==> config.mk <==
export PLATFORM = sky130hd
export DESIGN_NAME = fault_status_reg
export DESIGN_NICKNAME = d
export VERILOG_FILES = /design/src/rtl/fsr_pkg.sv /design/src/rtl/fsr_flag_cell.sv /design/src/rtl/fsr_mask_reg.sv /design/src/rtl/fsr_irq_gen.sv /design/src/rtl/fault_status_reg.sv
export SDC_FILE = /design/constraint.sdc
export NUM_CORES = 1
export LEC_CHECK = 0
export BUFFER_PORTS_ARGS = -buffer_cell sky130_fd_sc_hd__buf_2
export CORE_AREA = 8 8 45 47
export CTS_CLUSTER_SIZE = 10
export DETAILED_ROUTE_END_ITERATION = 8
export DIE_AREA = 0 0 53 55
export GPL_TIMING_DRIVEN = 0
export HOLD_SLACK_MARGIN = 0.1
export PLACE_DENSITY = 0.73
export SLEW_MARGIN = 20
export SYNTH_ARGS = -nofsm -noshare
export SYNTH_HDL_FRONTEND = slang
export SYNTH_SLANG_ARGS = --single-unit
==> constraint.sdc <==
create_clock -name clk -period 3.9 [get_ports clk]
set_clock_uncertainty 0.1 [all_clocks]
set_input_delay 0.78 -clock clk [delete_from_list [all_inputs] [get_ports clk]]
set_output_delay 0.78 -clock clk [all_outputs]
set_load 0.05 [all_outputs]
==> src/rtl/fsr_pkg.sv <==
package fsr_pkg;

   // How a fault flag is set; every flag is cleared by a read unless it is being set
   typedef enum logic {
      RULE_LEVEL = 1'b0,   // set in every cycle the condition is high
      RULE_EDGE  = 1'b1    // set only on a 0->1 transition of the condition
   } clr_rule_e;

   // Fault index inside the packed fault vector; status bit = index + NUM_FAULTS
   localparam int unsigned FLT_OCP   = 0;
   localparam int unsigned FLT_BATUV = 1;
   localparam int unsigned FLT_UV    = 2;
   localparam int unsigned FLT_OV    = 3;
   localparam int unsigned NUM_FAULTS = 4;

   function automatic clr_rule_e rule_for(input logic [NUM_FAULTS-1:0] edge_map,
                                          input int unsigned idx);
      return edge_map[idx] ? RULE_EDGE : RULE_LEVEL;
   endfunction

endpackage

==> src/rtl/fsr_flag_cell.sv <==
module fsr_flag_cell #(
   parameter fsr_pkg::clr_rule_e RULE = fsr_pkg::RULE_LEVEL
) (
   input  logic clk,
   input  logic rst_n,
   input  logic cond,
   input  logic rd_clr,
   output logic flag
);
   logic set_ev;

   generate
      if (RULE == fsr_pkg::RULE_EDGE) begin : g_edge
         logic prev_q;
         always_ff @(posedge clk) begin
            if (!rst_n) prev_q <= 1'b0;
            else        prev_q <= cond;
         end
         assign set_ev = cond & ~prev_q;
      end else begin : g_level
         assign set_ev = cond;
      end
   endgenerate

   // a set in the same cycle as a clearing read takes priority
   always_ff @(posedge clk) begin
      if (!rst_n)      flag <= 1'b0;
      else if (set_ev) flag <= 1'b1;
      else if (rd_clr) flag <= 1'b0;
   end
endmodule

==> src/rtl/fsr_mask_reg.sv <==
module fsr_mask_reg #(
   parameter int unsigned WIDTH = 4
) (
   input  logic             clk,
   input  logic             rst_n,
   input  logic             wr_en,
   input  logic [WIDTH-1:0] wdata,
   output logic [WIDTH-1:0] mask
);
   always_ff @(posedge clk) begin
      if (!rst_n)     mask <= '0;
      else if (wr_en) mask <= wdata;
   end
endmodule

==> src/rtl/fsr_irq_gen.sv <==
module fsr_irq_gen #(
   parameter int unsigned WIDTH = 4
) (
   input  logic             clk,
   input  logic             rst_n,
   input  logic [WIDTH-1:0] flags,
   input  logic [WIDTH-1:0] mask,
   output logic             irq
);
   logic [WIDTH-1:0] live;
   assign live = flags & ~mask;

   always_ff @(posedge clk) begin
      if (!rst_n) irq <= 1'b0;
      else        irq <= |live;
   end
endmodule

==> src/rtl/fault_status_reg.sv <==
module fault_status_reg #(
   parameter int unsigned ADDR_W   = 8,
   parameter int unsigned DATA_W   = 8,
   parameter logic [ADDR_W-1:0] REG_ADDR = 8'h01,
   parameter logic [3:0]  EDGE_MAP = 4'b0100
) (
   input  logic              clk,
   input  logic              rst_n,
   input  logic [ADDR_W-1:0] bus_addr,
   input  logic              bus_wr,
   input  logic              bus_rd,
   input  logic [DATA_W-1:0] bus_wdata,
   output logic [DATA_W-1:0] bus_rdata,
   input  logic              ov_cond,
   input  logic              uv_event,
   input  logic              batuv_cond,
   input  logic              ocp_event,
   output logic              fault_irq
);
   import fsr_pkg::*;

   localparam int unsigned NF = NUM_FAULTS;

   generate
      if (DATA_W != 2 * NF) begin : g_bad_width
         $error("fault_status_reg: DATA_W must equal twice the fault count");
      end
      if (ADDR_W < 1) begin : g_bad_addr
         $error("fault_status_reg: ADDR_W must be at least 1");
      end
   endgenerate

   logic          hit;
   logic          rd_hit;
   logic          wr_hit;
   logic [NF-1:0] cond_vec;
   logic [NF-1:0] flag_q;
   logic [NF-1:0] mask_q;
   logic          unused_wdata_hi;

   assign hit    = (bus_addr == REG_ADDR);
   assign rd_hit = bus_rd & hit;
   assign wr_hit = bus_wr & hit;

   always_comb begin
      cond_vec            = '0;
      cond_vec[FLT_OV]    = ov_cond;
      cond_vec[FLT_UV]    = uv_event;
      cond_vec[FLT_BATUV] = batuv_cond;
      cond_vec[FLT_OCP]   = ocp_event;
   end

   genvar gi;
   generate
      for (gi = 0; gi < NF; gi++) begin : g_flag
         fsr_flag_cell #(
            .RULE (rule_for(EDGE_MAP, gi))
         ) u_cell (
            .clk    (clk),
            .rst_n  (rst_n),
            .cond   (cond_vec[gi]),
            .rd_clr (rd_hit),
            .flag   (flag_q[gi])
         );
      end
   endgenerate

   fsr_mask_reg #(.WIDTH(NF)) u_mask (
      .clk   (clk),
      .rst_n (rst_n),
      .wr_en (wr_hit),
      .wdata (bus_wdata[NF-1:0]),
      .mask  (mask_q)
   );

   assign unused_wdata_hi = ^bus_wdata[DATA_W-1:NF];

   fsr_irq_gen #(.WIDTH(NF)) u_irq (
      .clk   (clk),
      .rst_n (rst_n),
      .flags (flag_q),
      .mask  (mask_q),
      .irq   (fault_irq)
   );

   assign bus_rdata = rd_hit ? {flag_q, mask_q} : '0;
endmodule

==> flow_summary.toml <==
[outcome]
status = "completed"

[critical_path]
crit_type = "in -> out"
r2r-start = "g_flag[0].u_cell.flag$_SDFFE_PN0P_"
cp_data_required_time_ps = 3020
cp.arrival_ps = 2270
path_max_fanout = 8
cp-end-kind = "output pin"
worstSetupStartpoint = "bus_addr[5]"
critPathLaunchType = "primary input"

[power]
comb_power_share = 0.130
seq_power_share = 0.467
p_int_uw = 177.7
ir_drop_v = 0.0002009
total_power_uw = 234.8
power_density_nw_per_um2 = 341.8
netSwitchingFraction = 0.2431
p_switching_uw = 57.08
p_clk_frac = 0.403
leakage_nw = 0.3466

[routing]
drc = 0
wl_microns = 1298
drt-vias-per-instance = 4.757
first_pass_iters = 4
ant_nets = 0
via_count = 509
drt_iter0_drc = 14
wl_per_cell_microns = 12.13

[cts]
cts-root-buf = "clkbuf_4"
clock-sinks = 10
numCtsBuffers = 3
cts_buffer_depth = 2
cts_tree = "done"
post_cts_resized = 0
clk_latency_ps = 270
cts_htree_levels = 1
post-cts-setup-buffers = 0
clk_pin_slew_ps = 70
cts_hold_buf = 0

[placed_design]
place_congestion = 0.8445
port_buffers = 27
dp_hpwl_microns = 1032

[finish]
multiInputGateArea_sq_um = 245.2
diodes = 0
fin_nets = 116
syn2layout_area_growth_pct = 38.64
finish.utilization = 0.4964
filler_cell_count = 143
seq_area_sq_um = 200.2
drive_above_1_share = 0.3956

[yosys]
syn_area_sq_um = 495.5
ys_warn_count = 0
ys.flop_type = "dfxtp_1"
synth_top_area_frac = 0.4040
synth-seq-area-share = 0.4040
syn-num-nets = 84
yosys.area.top_type = "dfxtp_1"
synth_edf_count = 0
synthCells = 60
avgSynthCellArea_sq_um = 8.258
ys_seq_elements = 10
netlist_top_cells_area = "dfxtp_1 40%, nand2_1 12%, mux2i_1 8.1%"
yosysUniqueCellTypes = 16
async_flop_share = 0

[grt]
grt_use_total = 0.09555
grt_pass1_wl_microns = 2090
antenna_found_initial = 0
overflow = 0
grt_max_degree = 11
grt_pass1_vias = 497

[timing]
rsz0062_at_grt = "no"
fin_tns_setup_ps = 0
max_freq_mhz = 317.1
max_slew_margin = 0.7214
final-hold-violation-count = 0
tightest_slew_ps = 417.9
slew_violations = 0
finalCritPeriodShare = 0.8086
min_period_ps = 3154
setup_viol = 0

[floorplan]
num_io_pins = 33
die_x_microns = 53
initial_core_util = 0.3580
core_sq_um = 1384
row_count = 14
fp.dieH_microns = 55
die_area_sq_um = 2915

[hold_path]
hp-start = "g_flag[2].u_cell.g_edge.prev_q$_SDFF_PN0_"
min_path_type = "reg -> reg"

[job]
maxCapViolCount = 0
==> area by class of cell <==
type | count | share of cell area
Clock buffer | 4 | 0.05282
Multi-Input combinational cell | 39 | 0.3570
Timing Repair Buffer | 27 | 0.1967
Sequential cell | 10 | 0.2914
Inverter | 7 | 0.03825
Buffer | 4 | 0.03461
Tap cell | 16 | 0.02914
==> Yosys cell counts, types with 2 or more instances <==
cell and instances:
nor3_4 2, o22ai_1 3, inv_1 7, nand2_1 16, dfxtp_1 10, clkbuf_1 2, mux2i_1 4, o21ai_0 2
and2_1 4, nor4_1 4
==> metal layers <==
metal | part of all wire | global-route usage | vias to the layer above | wire length [microns]
met3 | 0.15 | 0.03209 | 3 | 189
li1 | - | - | 262 | -
met5 | 0 | 0 | - | 0
met2 | 0.44 | 0.1582 | 29 | 570
met1 | 0.40 | 0.1017 | 215 | 513
met4 | 0.019 | 0.06466 | 0 | 25
==> worst paths after layout <==
kind / end / slack, ps / depth (start not counted)
setup / recovery: bus_rdata[0] / 750 / 6
hold / removal: g_flag[2].u_cell.flag$_SDFFE_PN0P_ / 330 / 1
setup reg to reg: u_irq.irq$_SDFF_PN0_ / 3040 / 3
hold reg to reg: g_flag[2].u_cell.flag$_SDFFE_PN0P_ / 330 / 1
==> sequential cells by signal, indices dropped and copies added, names as in the netlist <==
| register | flops |
|---|---|
| g_flag.u_cell.flag | 4 |
| g_flag.u_cell.g_edge.prev_q | 1 |
| u_irq.irq | 1 |
| u_mask.mask | 4 |
==> metrics by stage <==
step / cells / area, sq um / setup slack [ps] / hold WS (ps)
after floorplan: 60 / 495.5 / 75.16 / 307.9
after global placement: 103 / 650.6 / 734.4 / 309.3
after detailed placement: 103 / 650.6 / 733.3 / 323.4
after CTS: 107 / 686.9 / 734.9 / 337.2
after global routing: 107 / 686.9 / 671.0 / 364.9
final: 107 / 686.9 / 746.4 / 326.7
==> worst max-delay path, cell delays in order <==
cell and delay, ps:
buf_2 90, or4_4 520, buf_6 150, nor3_4 300, and2_1 170, buf_2 260
==> power groups by stage <==
stage / Sequential, mW / Combinational, mW / Clock [mW]
2_1_floorplan: 0.115 / 0.0150 / 0
3_3_place_gp: 0.112 / 0.0300 / 0
3_5_place_dp: 0.112 / 0.0306 / 0
4_1_cts: 0.110 / 0.0309 / 0.0966
5_1_grt: 0.110 / 0.0349 / 0.102
6_report: 0.110 / 0.0305 / 0.0945
==> kinds of logic after synthesis <==
kind of cell,synth area share
AOI/OAI and AO/OA,0.08333
and+or+nand+nor,0.3308
muxes,0.08081
buffers and inverters,0.1010
DFF,0.4040
==> layout by cell type (no fill, tap or decap), drive strengths merged, types with 2 or more instances in the layout <==
| master | count |
|---|---|
| o22ai | 3 |
| and2 | 4 |
| clkbuf | 6 |
| mux2i | 4 |
| nand2 | 16 |
| o21ai | 3 |
| inv | 7 |
| dfxtp | 10 |
| nor3 | 2 |
| buf | 29 |
| nor4 | 4 |
(Power assumes the default switching activity.)
